**src/rtl/bx_pkg.sv**
```systemverilog
package bx_pkg;
  typedef enum logic {
    BX_SEL_2B = 1'b0,
    BX_SEL_1B = 1'b1
  } bx_sel_e;

  localparam int BX_HALVES = 2;
  localparam int BX_H1 = 0;
  localparam int BX_H2 = 1;
endpackage

```
**src/rtl/bx_a2b_path.sv**
```systemverilog
module bx_a2b_path #(
  parameter int W = 12
) (
  input  logic         clk_i,
  input  logic         rst_ni,
  input  logic [W-1:0] a_d_i,
  input  logic         ld1_ni,
  input  logic         ld2_ni,
  output logic [W-1:0] b1_d_o,
  output logic [W-1:0] b2_d_o
);
  logic [W-1:0] st1_q, st2_q, r2_q;

  // both 1B stages share one enable so a word advances as a pair
  always_ff @(posedge clk_i) begin
    if (!ld1_ni) begin
      st1_q <= a_d_i;
      st2_q <= st1_q;
    end
  end

  always_ff @(posedge clk_i) begin
    if (!ld2_ni) r2_q <= a_d_i;
  end

  assign b1_d_o = st2_q;
  assign b2_d_o = r2_q;

  // cycles since reset, bounds $past depth
  logic [1:0] age_q;
  always_ff @(posedge clk_i or negedge rst_ni) begin
    if (!rst_ni) age_q <= '0;
    else if (age_q != 2'd3) age_q <= age_q + 2'd1;
  end

  p_b2_one_edge_r1: assert property (@(posedge clk_i) disable iff (!rst_ni)
    !ld2_ni |=> b2_d_o == $past(a_d_i));

  p_b1_two_edge_r2: assert property (@(posedge clk_i) disable iff (!rst_ni)
    (age_q >= 2'd1 && !ld1_ni && !$past(ld1_ni)) |=> b1_d_o == $past(a_d_i, 2));

  p_b1_hold_r3: assert property (@(posedge clk_i) disable iff (!rst_ni)
    ld1_ni |=> $stable(b1_d_o));

  p_b2_hold_r3: assert property (@(posedge clk_i) disable iff (!rst_ni)
    ld2_ni |=> $stable(b2_d_o));
endmodule

```
**src/rtl/bx_b2a_path.sv**
```systemverilog
module bx_b2a_path
  import bx_pkg::*;
#(
  parameter int W = 12
) (
  input  logic                      clk_i,
  input  logic                      rst_ni,
  input  logic [BX_HALVES-1:0][W-1:0] b_d_i,
  input  logic [BX_HALVES-1:0]      ld_ni,
  input  logic                      sel_i,
  output logic [W-1:0]              a_d_o
);
  logic [BX_HALVES-1:0][W-1:0] cap_q;

  for (genvar h = 0; h < BX_HALVES; h++) begin : g_half
    always_ff @(posedge clk_i) begin
      if (!ld_ni[h]) cap_q[h] <= b_d_i[h];
    end

    p_cap_load_r5: assert property (@(posedge clk_i) disable iff (!rst_ni)
      !ld_ni[h] |=> cap_q[h] == $past(b_d_i[h]));

    p_cap_hold_r5: assert property (@(posedge clk_i) disable iff (!rst_ni)
      ld_ni[h] |=> $stable(cap_q[h]));
  end

  // select is unregistered: it steers the A output between edges
  bx_sel_e sel;
  assign sel = bx_sel_e'(sel_i);

  always_comb begin
    unique case (sel)
      BX_SEL_1B: a_d_o = cap_q[BX_H1];
      default:   a_d_o = cap_q[BX_H2];
    endcase
  end
endmodule

```
**src/rtl/bx_oe_sync.sv**
```systemverilog
module bx_oe_sync (
  input  logic clk_i,
  input  logic rst_ni,
  input  logic oe_a_ni,
  input  logic oe_b_ni,
  output logic a_oe_o,
  output logic b_oe_o
);
  logic a_en_q, b_en_q;

  always_ff @(posedge clk_i or negedge rst_ni) begin
    if (!rst_ni) begin
      a_en_q <= 1'b0;
      b_en_q <= 1'b0;
    end else begin
      a_en_q <= ~oe_a_ni;
      b_en_q <= ~oe_b_ni;
    end
  end

  assign a_oe_o = a_en_q;
  assign b_oe_o = b_en_q;

  p_a_oe_latency_r7: assert property (@(posedge clk_i) disable iff (!rst_ni)
    1'b1 |=> a_oe_o == !$past(oe_a_ni));

  p_b_oe_latency_r7: assert property (@(posedge clk_i) disable iff (!rst_ni)
    1'b1 |=> b_oe_o == !$past(oe_b_ni));

  p_reset_off_r8: assert property (@(posedge clk_i)
    !rst_ni |-> (!a_oe_o && !b_oe_o));
endmodule

```
**src/rtl/bx_exchanger.sv**
```systemverilog
module bx_exchanger
  import bx_pkg::*;
#(
  parameter int W = 12
) (
  input  logic         clk_i,
  input  logic         rst_ni,
  input  logic [W-1:0] a_d_i,
  input  logic         a_ld1_ni,
  input  logic         a_ld2_ni,
  input  logic [W-1:0] b1_d_i,
  input  logic [W-1:0] b2_d_i,
  input  logic         b1_ld_ni,
  input  logic         b2_ld_ni,
  input  logic         sel_b1_i,
  input  logic         oe_a_ni,
  input  logic         oe_b_ni,
  output logic [W-1:0] a_d_o,
  output logic         a_oe_o,
  output logic [W-1:0] b1_d_o,
  output logic [W-1:0] b2_d_o,
  output logic         b_oe_o
);
  logic [BX_HALVES-1:0][W-1:0] b_in;
  logic [BX_HALVES-1:0]        b_ld_n;

  assign b_in[BX_H1]   = b1_d_i;
  assign b_in[BX_H2]   = b2_d_i;
  assign b_ld_n[BX_H1] = b1_ld_ni;
  assign b_ld_n[BX_H2] = b2_ld_ni;

  bx_a2b_path #(.W(W)) u_a2b (
    .clk_i  (clk_i),
    .rst_ni (rst_ni),
    .a_d_i  (a_d_i),
    .ld1_ni (a_ld1_ni),
    .ld2_ni (a_ld2_ni),
    .b1_d_o (b1_d_o),
    .b2_d_o (b2_d_o)
  );

  bx_b2a_path #(.W(W)) u_b2a (
    .clk_i  (clk_i),
    .rst_ni (rst_ni),
    .b_d_i  (b_in),
    .ld_ni  (b_ld_n),
    .sel_i  (sel_b1_i),
    .a_d_o  (a_d_o)
  );

  bx_oe_sync u_oe (
    .clk_i   (clk_i),
    .rst_ni  (rst_ni),
    .oe_a_ni (oe_a_ni),
    .oe_b_ni (oe_b_ni),
    .a_oe_o  (a_oe_o),
    .b_oe_o  (b_oe_o)
  );
endmodule

```
**config.mk**
```make
export PLATFORM = sky130hd
export DESIGN_NAME = bx_exchanger
export DESIGN_NICKNAME = d
export VERILOG_FILES = /design/src/rtl/bx_pkg.sv /design/src/rtl/bx_a2b_path.sv /design/src/rtl/bx_b2a_path.sv /design/src/rtl/bx_oe_sync.sv /design/src/rtl/bx_exchanger.sv
export SDC_FILE = /design/constraint.sdc
export NUM_CORES = 1
export LEC_CHECK = 0
export ABC_AREA = 1
export BUFFER_PORTS_ARGS = -buffer_cell sky130_fd_sc_hd__buf_2
export CAP_MARGIN = 20
export CORE_AREA = 2 2 73 89
export DETAILED_ROUTE_END_ITERATION = 7
export DIE_AREA = 0 0 75 91
export GPL_TIMING_DRIVEN = 0
export SYNTH_ARGS = -nofsm -noshare
export SYNTH_HDL_FRONTEND = slang
export SYNTH_SLANG_ARGS = --single-unit
```
**constraint.sdc**
```tcl
create_clock -name clk_i -period 0.8 [get_ports clk_i]
set_input_delay 0.2 -clock clk_i [delete_from_list [all_inputs] [get_ports clk_i]]
set_output_delay 0.2 -clock clk_i [all_outputs]
set_load 0.02 [all_outputs]
```
==> impl_metrics.py, run 1 <==
metrics = {
    "run_status": {
        "status": "finished with violations",
        "violations": "setup timing",
    },
    "clocking": {
        "cts_buffers": 9,
        "clk_latency_ns": 0.33,
        "clk_path_buf_depth": 2,
        "root_buffer": "clkbuf_8",
        "clk_pin_slew_ns": 0.06,
        "htreeDepth": 3,
        "cts_tree": "done",
        "cts_setup_buffers": 0,
        "cts_sinks": 62,
    },
    "placed_design": {
        "gp_congestion": 0.648,
        "io_buffers": 82,
        "hpwl_mm": 2.69,
        "dpl_worst_slack_ns": -0.374,
    },
    "final_layout": {
        "diodes": 0,
        "area_growth_pct": 44.4,
        "final_util_pct": 49.4,
        "num-nets-final": 248,
        "layout-drive-gt1-share_pct": 47.6,
    },
    "synth": {
        "postSynth.asyncResetShare_pct": 3.23,
        "synth_compound_area_share_pct": 0,
        "synthTopCellsByCount": "edfxtp_1, nand2_1, inv_1",
        "synth_nets": 152,
        "syn_area_per_cell_um2": 19.0,
        "yosysUniqueCellTypes": 7,
        "synth_adder_area_share_pct": 0,
        "netlist_area_mm2": 0.00203,
        "synth_top_area_share_pct": 88.7,
        "synth.most_common_cell": "edfxtp_1",
        "synth_top_cell_by_area": "edfxtp_1",
        "synth_top_family_by_area": "simple AND/OR/NAND/NOR gates",
        "synth_simple_gate_area_share_pct": 6.65,
        "synth-seq-cells": 62,
        "ys.flop_type": "edfxtp_1",
        "synth-edff-count": 60,
        "ys_seq_area_share_pct": 91.1,
        "synthMuxAreaShare_pct": 0,
        "synthCells": 107,
        "synth-xor-area-share_pct": 0,
        "synth.area.top_cells": "edfxtp_1, nand2_1, dfrtp_1, inv_1, buf_6",
        "synth_warnings": 0,
    },
    "pwr": {
        "powerDensity_mw_per_mm2": 2340,
        "leakage_uw": 0.00124,
        "ir_worst_vdd_mv": 1.10,
    },
    "sta": {
        "worst_slew_pin_slew_ns": 0.481,
        "max_slew_margin_pct": 67.9,
        "slew_viol_final": 0,
        "min_period_over_period_pct": 146,
        "report.final.setup_viol": 38,
        "period_needed_ns": 1.16,
        "max_freq_mhz": 859,
        "grt_setup_unrepaired": "yes",
        "tns_ns": -10.72,
        "setup_ws_ns": -0.364,
        "hold_viol": 0,
        "finalClockSkew_ns": 0.00351,
    },
    "floorplan": {
        "rows": 31,
        "die-height_um": 91,
        "start_util_pct": 34.2,
        "ios": 83,
        "die-area_mm2": 0.00683,
        "core-area_mm2": 0.00593,
        "die_w_um": 75,
    },
    "critical_path": {
        "critPathCaptureType": "primary output",
        "crit_type": "reg -> out",
        "cp_data_arrival_time_ns": 0.96,
        "critPathMaxFanout": 1,
        "start_kind": "register",
        "worstPathRequired_ns": 0.60,
    },
    "route": {
        "vias": 1158,
        "wl_per_cell_um": 13.0,
        "dr.pass1.iters": 4,
        "drt-total-wl_mm": 3.77,
        "drt_iter0_markers": 52,
        "avgViaCountPerCell": 3.99,
        "drt.antenna.violating_nets": 0,
        "remaining_drc_errors": 0,
    },
    "hold_path": {
        "hold_class": "in -> reg",
    },
    "grt": {
        "grt_max_degree": 13,
        "track_usage_pct": 11.2,
        "grt_pass1_wl_mm": 5.46,
        "grt_pass1_vias": 1197,
        "antenna_found_initial": 0,
        "globalRouteOverflowTotal": 0,
    },
    "job": {
        "maxCapViolations": 0,
    },
}
==> registers in the layout (all words and copies together), names as in the netlist <==
name,flops
u_b2a.cap_q,24
u_a2b.b2_d_o,12
u_oe.b_oe_o,1
u_a2b.b1_d_o,12
u_oe.a_oe_o,1
u_a2b.st1_q,12
==> cell usage in the layout (no fill, tap or decap), drive strengths merged <==
| master | netlist | layout |
|---|---|---|
| clkinv | 0 | 5 |
| clkinvlp | 0 | 2 |
| clkbuf | 0 | 11 |
| edfxtp | 60 | 60 |
| buf | 2 | 84 |
| dlygate4sd3 | 0 | 2 |
| dfrtp | 2 | 2 |
| nand2 | 36 | 36 |
| inv | 7 | 6 |
==> metrics by stage <==
stage | area [um2] | instances | hold slack [ns] | total power, uW
final | 2930 | 290 | 0.0228 | 6870
after detailed placement | 2550 | 271 | -0.0138 | 4590
after global routing | 2930 | 290 | 0.0170 | 7180
after floorplan | 2040 | 107 | -0.0956 | 4280
after global placement | 2550 | 271 | -0.0164 | 4580
after CTS | 2850 | 290 | 0.0139 | 6890
==> power breakdown <==
group	internal (uW)	total (uW)	switching (uW)
clock	1100	2170	1070
combinational	368	787	419
sequential	3840	3920	75.4
==> worst max-delay path: stages, from the launching register on <==
cell,delay [ns]
edfxtp_1,0.39
nand2_1,0.07
nand2_1,0.05
buf_6,0.13
==> metal layers <==
metal  GRT usage [%]  vias to the layer above  wire length, um
met1            10.9                      504             1460
met5               0                        -                0
met3            8.44                        8              576
met2            17.3                       75             1660
met4            5.36                        0               78
li1                -                      571                -
==> cells by family (layout without fill, tap and decap cells) <==
logic type	after synthesis	count (layout)
buffers and inverters	9	110
DFF	62	62
and+or+nand+nor	36	36
==> area by class of cell <==
type	instances	area [um2]
multi-input combinational	36	135
clock buffer	11	131
fill	523	3000
timing repair inverter	1	7.51
sequential	62	1850
inverter	7	30.0
timing repair buffer	84	631
clock inverter	5	26.3
tap	82	103
buffer	2	18.8
==> final timing paths <==
| path | endpoint | depth (start not counted) | start | slack (ns) |
|---|---|---|---|---|
| min in group asynchronous | u_oe.b_oe_o | 2 | rst_ni | 0.20 |
| max in group asynchronous | u_oe.a_oe_o | 2 | rst_ni | 0.51 |
| worst max register to register | u_a2b.b1_d_o[3] | 0 | u_a2b.st1_q[3] | 0.19 |
| worst max-delay path | a_d_o[1] | 3 | u_b2a.cap_q[13] | -0.36 |
| worst min-delay path | u_oe.a_oe_o | 2 | oe_a_ni | 0.02 |
| worst min register to register | u_a2b.b1_d_o[7] | 0 | u_a2b.st1_q[7] | 0.42 |
==> what timing repair did <==
action | in CTS | in global routing
gates resized for setup | 39 | 27
endpoints found under the setup margin | 62 | 38
cloned | 1 | 0
hold buffers | 2 | 0
endpoints found under the hold margin | 3 | 0
pin swaps | 18 | 13
(Power assumes the default switching activity.)
==> inputs of run 2 (changes only) <==
clock period = 0.97 ns   (was 0.8 ns; I/O delays follow)
==> run 2 against run 1 <==
  * The run still ends with setup timing left
  * Final cell count fell by 0.69%
  * Largest power group unchanged
  * Largest cell class unchanged
  * Flip-flop and latch count is the same
  * Final area down 0.60%
  * Register-to-register slack better by 0.17 ns
  * Count of clock-buffer cells in the layout stayed put
  * Via count increased by 0.52%
  * Total power shrank 18%
==> impl_metrics.py, run 2 (synthesis gave the netlist of run 1 again) <==
metrics = {
    "run_status": {
        "status": "finished with violations",
        "violations": "setup timing",
    },
    "placed_design": {
        "placedInstanceArea_mm2": 0.00255,
        "place_inst": 271,
        "gp_congestion": 0.648,
        "io_buffers": 82,
        "hpwl_mm": 2.69,
    },
    "grt": {
        "grt_max_degree": 25,
        "grt_pass1_vias": 1188,
        "globalRouteOverflowTotal": 0,
        "track_usage_pct": 11.1,
        "grt_pass1_wl_mm": 5.39,
        "antenna_found_initial": 0,
    },
    "route": {
        "drt-total-wl_mm": 3.73,
        "avgViaCountPerCell": 4.04,
        "dr.pass1.iters": 4,
        "remaining_drc_errors": 0,
        "drt_iter0_markers": 49,
        "wl_per_cell_um": 13.0,
        "drt.antenna.violating_nets": 0,
        "vias": 1164,
    },
    "final_layout": {
        "fillers": 523,
        "top_register": "u_b2a.cap_q",
        "largest_reg_flops": 24,
        "layout-drive-gt1-share_pct": 47.6,
        "mostFrequentLayoutCells": "edfxtp_1, buf_2, nand2_1, buf_6, clkbuf_8",
        "area_growth_pct": 43.5,
        "final_cell_area_mm2": 0.00292,
        "final_common_cell": "edfxtp_1",
        "final_cells": 288,
        "diodes": 0,
        "num-nets-final": 246,
    },
    "job": {
        "maxCapViolations": 0,
    },
    "clocking": {
        "clk_pin_slew_ns": 0.06,
        "cts_sinks": 62,
        "clk_latency_ns": 0.33,
        "htreeDepth": 3,
        "clk_path_buf_depth": 2,
        "root_buffer": "clkbuf_8",
        "cts_tree": "done",
        "cts_buffers": 9,
    },
    "hold_path": {
        "hold_class": "in -> reg",
        "hold_path_depth": 2,
    },
    "critical_path": {
        "start_kind": "register",
        "crit_top_cell": "nand2_1",
        "critPathCaptureType": "primary output",
        "cp_cell_sequence": "nand2_1 > nand2_1 > buf_6",
        "slowest_stage": "edfxtp_1",
        "critPathMaxFanout": 1,
        "cp_data_arrival_time_ns": 0.96,
        "worstPathRequired_ns": 0.73,
        "slowest_delay_ns": 0.37,
        "crit_type": "reg -> out",
        "rr_worst_depth": 0,
    },
    "pwr": {
        "fin_total_pwr_uw": 5670,
        "powerDensity_mw_per_mm2": 1940,
        "p_sw_uw": 1290,
        "clkPwrFrac_pct": 31.6,
        "ir_worst_vdd_mv": 0.911,
        "seqPwrFrac_pct": 57.0,
        "power_frac_comb_pct": 11.3,
        "netSwitchingFraction_pct": 22.8,
        "leakage_uw": 0.00123,
        "internal-power_uw": 4370,
    },
    "sta": {
        "max_freq_mhz": 828,
        "grt_setup_unrepaired": "yes",
        "report.final.setup_viol": 38,
        "finalClockSkew_ns": 0.00487,
        "slew_viol_final": 0,
        "worst_slew_pin_slew_ns": 0.513,
        "min_period_over_period_pct": 124,
        "hold_viol": 0,
        "period_needed_ns": 1.21,
        "setup_ws_ns": -0.237,
        "max_slew_margin_pct": 65.7,
    },
    "floorplan": {
        "rows": 31,
        "core-area_mm2": 0.00593,
        "die-height_um": 91,
        "ios": 83,
        "start_util_pct": 34.2,
        "die-area_mm2": 0.00683,
        "die_w_um": 75,
    },
}
## run 2: per-stage QoR
| stage | setup WS [ns] | setup TNS [ns] | hold slack, ns | util, % |
|---|---|---|---|---|
| detailed placement | -0.247 | -10.82 | 0.0287 | 42.9 |
| CTS | -0.265 | -6.68 | 0.0376 | 47.8 |
| global placement | -0.248 | -10.12 | 0.0261 | 42.9 |
| global route | -0.316 | -7.86 | 0.0358 | 49.1 |
| floorplan | 0.0670 | 0 | -0.0531 | - |
| finish | -0.237 | -5.86 | 0.0513 | 49.1 |
## run 2: final timing paths
check                                    start              end  slack, ns
worst max-delay path            u_b2a.cap_q[1]         a_d_o[1]      -0.24
worst min-delay path                   oe_b_ni      u_oe.b_oe_o       0.05
worst max register to register  u_a2b.st1_q[3]  u_a2b.b1_d_o[3]       0.36
worst min register to register  u_a2b.st1_q[8]  u_a2b.b1_d_o[8]       0.42
max in group asynchronous               rst_ni      u_oe.a_oe_o       0.63
min in group asynchronous               rst_ni      u_oe.b_oe_o       0.25
## run 2: cell type report
class	count	area, um2	area share [%]
buffer	2	18.8	0.644
clock buffer	11	131	4.50
clock inverter	5	26.3	0.901
inverter	7	30.0	1.03
multi-input combinational	36	135	4.63
sequential	62	1850	63.5
tap	82	103	3.52
timing repair buffer	83	621	21.3
## run 2: timing repair
action,4_1_cts,5_1_grt
hold endpoints to repair,2,0
setup buffers,0,0
pin swaps,18,13
hold buffers,1,0
setup endpoints to repair,38,38
gates resized for setup,38,27
## run 2: layer usage
layer | part of all wire, % | global-route usage [%]
met1 | 40 | 11.0
met2 | 43 | 16.8
met3 | 15 | 8.21
met4 | 2.0 | 5.36
met5 | 0 | 0
## run 2: power groups by stage
stage | registers [uW] | clock network, uW | logic (uW)
2_1_floorplan | 3370 | 0 | 164
3_3_place_gp | 3260 | 0 | 509
3_5_place_dp | 3270 | 0 | 513
4_1_cts | 3220 | 1850 | 600
5_1_grt | 3250 | 1970 | 695
6_report | 3230 | 1790 | 643
## run 2: worst max-delay path, delay by kind of cell, from the launching register on
family / cells / cell delay [ns]
flip-flops: 1 / 0.37
AND/OR/NAND/NOR: 2 / 0.14
buffers and inverters: 1 / 0.13
